[src/rtl/fmc_pkg.sv]
package fmc_pkg;
  localparam int unsigned DEF_NTHR       = 4;
  localparam int unsigned DEF_ADDR_W     = 32;
  localparam int unsigned DEF_GROUP_LG   = 4;
  localparam int unsigned DEF_LINE_LG    = 6;
  localparam int unsigned DEF_REGION_LG  = 11;
  localparam int unsigned DEF_FILL_STALL = 4;
endpackage

[src/rtl/fmc_thread.sv]
module fmc_thread #(
  parameter int unsigned ADDR_W    = fmc_pkg::DEF_ADDR_W,
  parameter int unsigned GROUP_LG  = fmc_pkg::DEF_GROUP_LG,
  parameter int unsigned LINE_LG   = fmc_pkg::DEF_LINE_LG,
  parameter int unsigned REGION_LG = fmc_pkg::DEF_REGION_LG
) (
  input  logic              clk,
  input  logic              rst_n,
  input  logic              flush_i,
  input  logic [ADDR_W-1:0] flush_tgt_i,
  input  logic              grant_i,
  input  logic              miss_i,
  input  logic [ADDR_W-1:0] miss_addr_i,
  input  logic              fill_i,
  input  logic [ADDR_W-1:0] fill_addr_i,
  input  logic              req_take_i,
  output logic [ADDR_W-1:0] addr_o,
  output logic              blocked_o,
  output logic              keep_o,
  output logic              req_need_o,
  output logic [ADDR_W-1:0] req_addr_o
);
  localparam logic [ADDR_W-1:0] ONE   = {{(ADDR_W-1){1'b0}}, 1'b1};
  localparam logic [ADDR_W-1:0] GSTEP = ONE << GROUP_LG;
  localparam logic [ADDR_W-1:0] GMASK = GSTEP - ONE;
  localparam logic [ADDR_W-1:0] LMASK = (ONE << LINE_LG) - ONE;

  logic [ADDR_W-1:0] addr_q, addr_d, pend_q, pend_d, raddr_q, raddr_d;
  logic              blk_q, blk_d, out_q, out_d, pv_q, pv_d, rn_q, rn_d;

  assign keep_o = ((fill_addr_i ^ addr_q) >> REGION_LG) == '0;

  always_comb begin
    addr_d  = addr_q;
    pend_d  = pend_q;
    raddr_d = raddr_q;
    blk_d   = blk_q;
    out_d   = out_q;
    pv_d    = pv_q;
    rn_d    = rn_q;
    if (req_take_i) rn_d = 1'b0;
    if (fill_i) begin
      if (pv_q && !flush_i) begin
        rn_d    = 1'b1;
        raddr_d = pend_q & ~LMASK;
        pv_d    = 1'b0;
      end else begin
        out_d = 1'b0;
        blk_d = 1'b0;
      end
    end
    if (flush_i) begin
      addr_d = flush_tgt_i;
      blk_d  = 1'b0;
      pv_d   = 1'b0;
    end else if (miss_i && !pv_q) begin
      addr_d = miss_addr_i;
      blk_d  = 1'b1;
      if (!out_d) begin
        rn_d    = 1'b1;
        raddr_d = miss_addr_i & ~LMASK;
        out_d   = 1'b1;
      end else begin
        pv_d   = 1'b1;
        pend_d = miss_addr_i;
      end
    end else if (grant_i) begin
      addr_d = (addr_q & ~GMASK) + GSTEP;
    end
  end

  always_ff @(posedge clk) begin
    if (!rst_n) begin
      addr_q  <= '0;
      pend_q  <= '0;
      raddr_q <= '0;
      blk_q   <= 1'b0;
      out_q   <= 1'b0;
      pv_q    <= 1'b0;
      rn_q    <= 1'b0;
    end else begin
      addr_q  <= addr_d;
      pend_q  <= pend_d;
      raddr_q <= raddr_d;
      blk_q   <= blk_d;
      out_q   <= out_d;
      pv_q    <= pv_d;
      rn_q    <= rn_d;
    end
  end

  assign addr_o     = addr_q;
  assign blocked_o  = blk_q;
  assign req_need_o = rn_q;
  assign req_addr_o = raddr_q;
endmodule

[src/rtl/fmc_req_arb.sv]
module fmc_req_arb #(
  parameter int unsigned NTHR   = fmc_pkg::DEF_NTHR,
  parameter int unsigned ADDR_W = fmc_pkg::DEF_ADDR_W,
  localparam int unsigned TID_W = (NTHR > 1) ? $clog2(NTHR) : 1
) (
  input  logic                        clk,
  input  logic                        rst_n,
  input  logic [NTHR-1:0]             need_i,
  input  logic [NTHR-1:0][ADDR_W-1:0] addr_i,
  input  logic                        ready_i,
  output logic                        valid_o,
  output logic [TID_W-1:0]            tid_o,
  output logic [ADDR_W-1:0]           addr_o,
  output logic [NTHR-1:0]             take_o
);
  logic             lock_q;
  logic [TID_W-1:0] lock_tid_q, pick;

  always_comb begin
    pick = '0;
    for (int i = NTHR - 1; i >= 0; i--) begin
      if (need_i[i]) pick = TID_W'(i);
    end
  end

  assign valid_o = |need_i;
  assign tid_o   = lock_q ? lock_tid_q : pick;
  assign addr_o  = addr_i[tid_o];

  always_comb begin
    take_o = '0;
    if (valid_o && ready_i) take_o[tid_o] = 1'b1;
  end

  always_ff @(posedge clk) begin
    if (!rst_n) begin
      lock_q     <= 1'b0;
      lock_tid_q <= '0;
    end else begin
      lock_q     <= valid_o && !ready_i;
      lock_tid_q <= tid_o;
    end
  end
endmodule

[src/rtl/fmc_stall.sv]
module fmc_stall #(
  parameter int unsigned FILL_STALL = fmc_pkg::DEF_FILL_STALL,
  localparam int unsigned CNT_W = $clog2(FILL_STALL + 1)
) (
  input  logic clk,
  input  logic rst_n,
  input  logic fill_wr_i,
  input  logic binv_i,
  output logic stall_o,
  output logic busy_o
);
  logic [CNT_W-1:0] cnt_q;
  logic             binv_q;

  always_ff @(posedge clk) begin
    if (!rst_n) begin
      cnt_q  <= '0;
      binv_q <= 1'b0;
    end else begin
      binv_q <= binv_i;
      if (fill_wr_i)        cnt_q <= CNT_W'(FILL_STALL);
      else if (cnt_q != '0) cnt_q <= cnt_q - 1'b1;
    end
  end

  assign busy_o  = cnt_q != '0;
  assign stall_o = busy_o || binv_q;
endmodule

[src/rtl/fetch_miss_ctl.sv]
module fetch_miss_ctl #(
  parameter int unsigned NTHR       = fmc_pkg::DEF_NTHR,
  parameter int unsigned ADDR_W     = fmc_pkg::DEF_ADDR_W,
  parameter int unsigned GROUP_LG   = fmc_pkg::DEF_GROUP_LG,
  parameter int unsigned LINE_LG    = fmc_pkg::DEF_LINE_LG,
  parameter int unsigned REGION_LG  = fmc_pkg::DEF_REGION_LG,
  parameter int unsigned FILL_STALL = fmc_pkg::DEF_FILL_STALL,
  localparam int unsigned TID_W     = (NTHR > 1) ? $clog2(NTHR) : 1
) (
  input  logic                        clk,
  input  logic                        rst_n,
  input  logic [NTHR-1:0]             flush_vld,
  input  logic [NTHR-1:0][ADDR_W-1:0] flush_tgt,
  input  logic                        grant_vld,
  input  logic [TID_W-1:0]            grant_tid,
  input  logic                        miss_vld,
  input  logic [TID_W-1:0]            miss_tid,
  input  logic [ADDR_W-1:0]           miss_addr,
  output logic                        req_valid,
  input  logic                        req_ready,
  output logic [TID_W-1:0]            req_tid,
  output logic [ADDR_W-1:0]           req_addr,
  input  logic                        fill_valid,
  output logic                        fill_ready,
  input  logic [TID_W-1:0]            fill_tid,
  input  logic [ADDR_W-1:0]           fill_addr,
  output logic                        fill_wr,
  input  logic                        binv_vld,
  output logic [NTHR-1:0][ADDR_W-1:0] fetch_addr,
  output logic [NTHR-1:0]             fetch_en,
  output logic                        fetch_stall
);
  logic [NTHR-1:0]             blocked, keep, need, take;
  logic [NTHR-1:0][ADDR_W-1:0] raddr;
  logic                        busy, fill_acc;

  assign fill_ready = !busy;
  assign fill_acc   = fill_valid && fill_ready;
  assign fill_wr    = fill_acc && keep[fill_tid];

  for (genvar g = 0; g < NTHR; g++) begin : g_thr
    assign fetch_en[g] = !blocked[g] && !fetch_stall;

    fmc_thread #(
      .ADDR_W(ADDR_W), .GROUP_LG(GROUP_LG),
      .LINE_LG(LINE_LG), .REGION_LG(REGION_LG)
    ) u_thr (
      .clk        (clk),
      .rst_n      (rst_n),
      .flush_i    (flush_vld[g]),
      .flush_tgt_i(flush_tgt[g]),
      .grant_i    (grant_vld && grant_tid == TID_W'(g) && fetch_en[g]),
      .miss_i     (miss_vld && miss_tid == TID_W'(g)),
      .miss_addr_i(miss_addr),
      .fill_i     (fill_acc && fill_tid == TID_W'(g)),
      .fill_addr_i(fill_addr),
      .req_take_i (take[g]),
      .addr_o     (fetch_addr[g]),
      .blocked_o  (blocked[g]),
      .keep_o     (keep[g]),
      .req_need_o (need[g]),
      .req_addr_o (raddr[g])
    );
  end

  fmc_req_arb #(.NTHR(NTHR), .ADDR_W(ADDR_W)) u_arb (
    .clk    (clk),
    .rst_n  (rst_n),
    .need_i (need),
    .addr_i (raddr),
    .ready_i(req_ready),
    .valid_o(req_valid),
    .tid_o  (req_tid),
    .addr_o (req_addr),
    .take_o (take)
  );

  fmc_stall #(.FILL_STALL(FILL_STALL)) u_stall (
    .clk      (clk),
    .rst_n    (rst_n),
    .fill_wr_i(fill_wr),
    .binv_i   (binv_vld),
    .stall_o  (fetch_stall),
    .busy_o   (busy)
  );
endmodule

[config.mk]
export PLATFORM = sky130hd
export DESIGN_NAME = fetch_miss_ctl
export DESIGN_NICKNAME = d
export VERILOG_FILES = /design/src/rtl/fmc_pkg.sv /design/src/rtl/fmc_thread.sv /design/src/rtl/fmc_req_arb.sv /design/src/rtl/fmc_stall.sv /design/src/rtl/fetch_miss_ctl.sv
export SDC_FILE = /design/constraint.sdc
export NUM_CORES = 1
export LEC_CHECK = 0
export ABC_AREA = 1
export CAP_MARGIN = 10
export CORE_MARGIN = 4
export CORE_UTILIZATION = 35
export DETAILED_ROUTE_END_ITERATION = 8
export GPL_TIMING_DRIVEN = 1
export REMOVE_ABC_BUFFERS = 1
export SETUP_SLACK_MARGIN = 0.02
export SLEW_MARGIN = 20
export SYNTH_ARGS = -nofsm -noshare
export SYNTH_HDL_FRONTEND = slang
export SYNTH_SLANG_ARGS = --single-unit
[constraint.sdc]
create_clock -name clk -period 2.7 [get_ports clk]
set_clock_uncertainty 0.2 [all_clocks]
set_input_delay 0.54 -clock clk [delete_from_list [all_inputs] [get_ports clk]]
set_output_delay 0.54 -clock clk [all_outputs]
set_load 0.02 [all_outputs]
==> run metrics, run 1 <==
DRT Pass-1 Iters=5; layout overhead on the synthesized area=43.4%; die area=62,100 um2; WP data required=1.96 ns; clk slew on worst S/H paths=0.07 ns; Max-Cap Viols=0; failing checks=setup timing; vias in the first global route=22.5k; Residual DRC=0; HP Class=input pin to flip-flop; Simple-Gate Fraction of Synth Area=21.9%; Die Wd=249 um; highest clock rate=331 MHz; mux cell area share after synthesis=0%; worst endpoint data arrival time=2.28 ns; layout cells sized above 1=18.5%; Slew @ Worst Pin=0.755 ns; routed vias/inst=5.58; drt wl/cell=23.0 um; Pleak=0.0115 uW; setup slack after layout=-0.323 ns; CTS Buf Count=44; Initial Util=35.3%; post-synthesis xor/xnor area fraction=4.04%; initial antenna violation count=6; Avg Cell Area, Syn=7.10 um2; Tcrit/Tclk final=112%; clock sink total=383; CTS tree=yes; Overall Power=16,700 uW; Max clock buf depth=3; Iteration-0 DRC Markers=2,657; Worst Setup Path Type=flip-flop to primary output; area of the mapped netlist=20,400 um2; worst rel slew slack=49.3%; compound-gate portion of the synthesized area=27.4%; final setup vio count=33; GPL Wtd Cong=0.974; min Tclk post-route=3.02 ns; layout net count=3,655; Critical Path End Type=primary output; first-pass GRT wire length=144 mm; maximum fanout along the worst path=7; pwr dens=572 nW/um2; Startpoint Class=flip-flop; top cell type's share of synthesized area=37.6%; pin count of the biggest net entering global routing=105; Fill cells=5,667; RSZ-0062 raised after global routing=yes; Antenna Nets Post-Route=0; share of the yosys chip area belonging to registers=37.6%; Worst Hold Margin=0.106 ns; post-synthesis adder-cell area fraction=0.430%; Top-Level Pins=379; Total Routing Usage GR=29.6%; Final Hold Viols=0; Yosys Warn Count=0; chip height=249 um; port buffer count=367; Routed WL=97.6 mm; Mapped Cells=2,869; cell taking the most area after synthesis=dfxtp_1; H-tree lvl count=2; outcome=finished with violations; Clk Latency, worst-skew pair=0.60 ns; Pins Over Slew Limit=0; CTS root buffer=clkbuf_16; Final TNS setup=-7.21 ns; hold buffers post-CTS=0; pre-CTS setup slack=-0.896 ns; peak supply drop=0.000621 V; top cells by area, synth=dfxtp_1 (38%), nand2_1 (12%), a21oi_1 (7.0%); Rows=88; Core ar.=57,700 um2; Yosys cell types=49; grt total ovfl=0; #FFs+latches synth=383; via count=23.7k; main combinational cell family by area after synthesis=compound AO/OA/AOI/OAI gates; hpwl dp=73.1 mm
[flip-flops by register name, summed over array words and instances (netlist names)]
name / cells
u_stall.binv_q: 1
g_thr.u_thr.addr_o: 128
g_thr.u_thr.out_q: 4
g_thr.u_thr.req_addr_o: 128
g_thr.u_thr.blocked_o: 4
g_thr.u_thr.req_need_o: 4
u_arb.lock_tid_q: 2
g_thr.u_thr.pend_q: 104
u_arb.lock_q: 1
u_stall.cnt_q: 3
g_thr.u_thr.pv_q: 4
[critical path, cell delays in order (launching register included)]
cell,delay [ns]
dfxtp_2,0.32
or2_4,0.26
nand3_4,0.07
nand2_4,0.07
clkinv_4,0.06
buf_6,0.11
nand2_8,0.08
buf_12,0.16
o211ai_1,0.34
buf_4,0.22
[cells by family (layout without fill, tap and decap cells)]
kind of cell / count (synthesis) / count (layout)
and+or+nand+nor: 1063 / 1063
AOI/OAI and AO/OA: 887 / 887
buffers and inverters: 435 / 1041
DFF: 383 / 383
xor gates and xnor gates: 94 / 94
adders and majority gates: 7 / 7
other: 0 / 6
[cell usage after synthesis (all sizes together)]
| library cell | count |
|---|---|
| nand2 | 635 |
| xnor2 | 20 |
| nor2 | 251 |
| o21bai | 2 |
| dfxtp | 383 |
| a211oi | 55 |
| nand3 | 91 |
| xor2 | 74 |
| o31ai | 7 |
| a22oi | 50 |
| clkbuf | 114 |
| clkinv | 4 |
| a21oi | 284 |
| buf | 71 |
| ha | 7 |
| a31oi | 75 |
| inv | 246 |
| or2 | 7 |
| o211ai | 36 |
| nand3b | 2 |
| a32oi | 2 |
| o21a | 2 |
| nand4 | 25 |
| nor3 | 47 |
| nor4 | 5 |
| a311oi | 1 |
| a41oi | 5 |
| o21ai | 250 |
| a221oi | 86 |
| o221ai | 32 |
[power by group]
part	internal, uW	switching, uW	total, uW	leakage, uW
sequential	5930	254	6180	0.00313
combinational	1800	2350	4150	0.00760
clock	3710	2660	6360	0.000759
total	11400	5270	16700	0.0115
[path summary, 6_finish.rpt]
| path | from | cells after the start | slack (ns) | end |
|---|---|---|---|---|
| worst min register to register | g_thr[3].u_thr.req_addr_o[1] | 2 | 0.24 | g_thr[3].u_thr.req_addr_o[1] |
| worst max register to register | g_thr[2].u_thr.addr_o[4] | 10 | 0.16 | g_thr[2].u_thr.addr_o[22] |
| worst min-delay path | rst_n | 3 | 0.11 | g_thr[2].u_thr.addr_o[28] |
| worst max-delay path | g_thr[3].u_thr.req_need_o | 9 | -0.32 | req_addr[19] |
[per-stage QoR]
stage | cells | utilization [%] | cell area [um2]
finish | 4246 | 50.6 | 29200
global route | 4244 | 50.6 | 29200
CTS | 4230 | 50.0 | 28800
detailed placement | 4146 | 47.0 | 27100
global placement | 4146 | 47.0 | 27100
floorplan | 2684 | - | 19600
[cell type report]
class,count,area [um2],share of cell area [%]
Multi-Input combinational cell,2051,11300,38.7
Sequential cell,383,7690,26.3
Timing Repair Buffer,709,6780,23.2
Clock buffer,59,1270,4.34
Tap cell,765,957,3.28
Inverter,250,946,3.24
Clock inverter,23,254,0.869
Antenna cell,6,15.0,0.0514
[placed cells by master, fill, tap and decap left out, drive strengths merged, types with 13 or more instances in the layout]
| master | n |
|---|---|
| xor2 | 74 |
| nor3 | 47 |
| a211oi | 55 |
| a31oi | 75 |
| o21ai | 250 |
| dfxtp | 383 |
| a21oi | 284 |
| a221oi | 86 |
| nand2 | 635 |
| a22oi | 50 |
| nand3 | 91 |
| clkbuf | 61 |
| xnor2 | 20 |
| buf | 381 |
| nand4 | 25 |
| dlygate4sd2 | 13 |
| o221ai | 32 |
| clkdlybuf4s50 | 300 |
| inv | 248 |
| clkinv | 19 |
| nor2 | 251 |
| o211ai | 36 |
[metal layers]
layer	global-route usage (%)	part of all wire (%)	wire length, um
met1	41.1	43	42100
met3	5.21	8.8	8570
met4	9.88	3.3	3200
met5	0	0	0
met2	46.8	45	43700
[repair_timing]
action | in CTS | in global routing
gates cloned | 1 | 1
gates resized for setup | 94 | 93
pin swaps | 11 | 23
setup endpoints to repair | 83 | 60
buffers inserted | 1 | 12
Note: power is estimated with default switching activity, not from simulation.
==> run 2, diff against run 1 <==
Settings changed: SLEW_MARGIN 20 to default.
==> results of run 2 <==
Same layout as run 1: the final DEF is identical, and so are final timing and power.
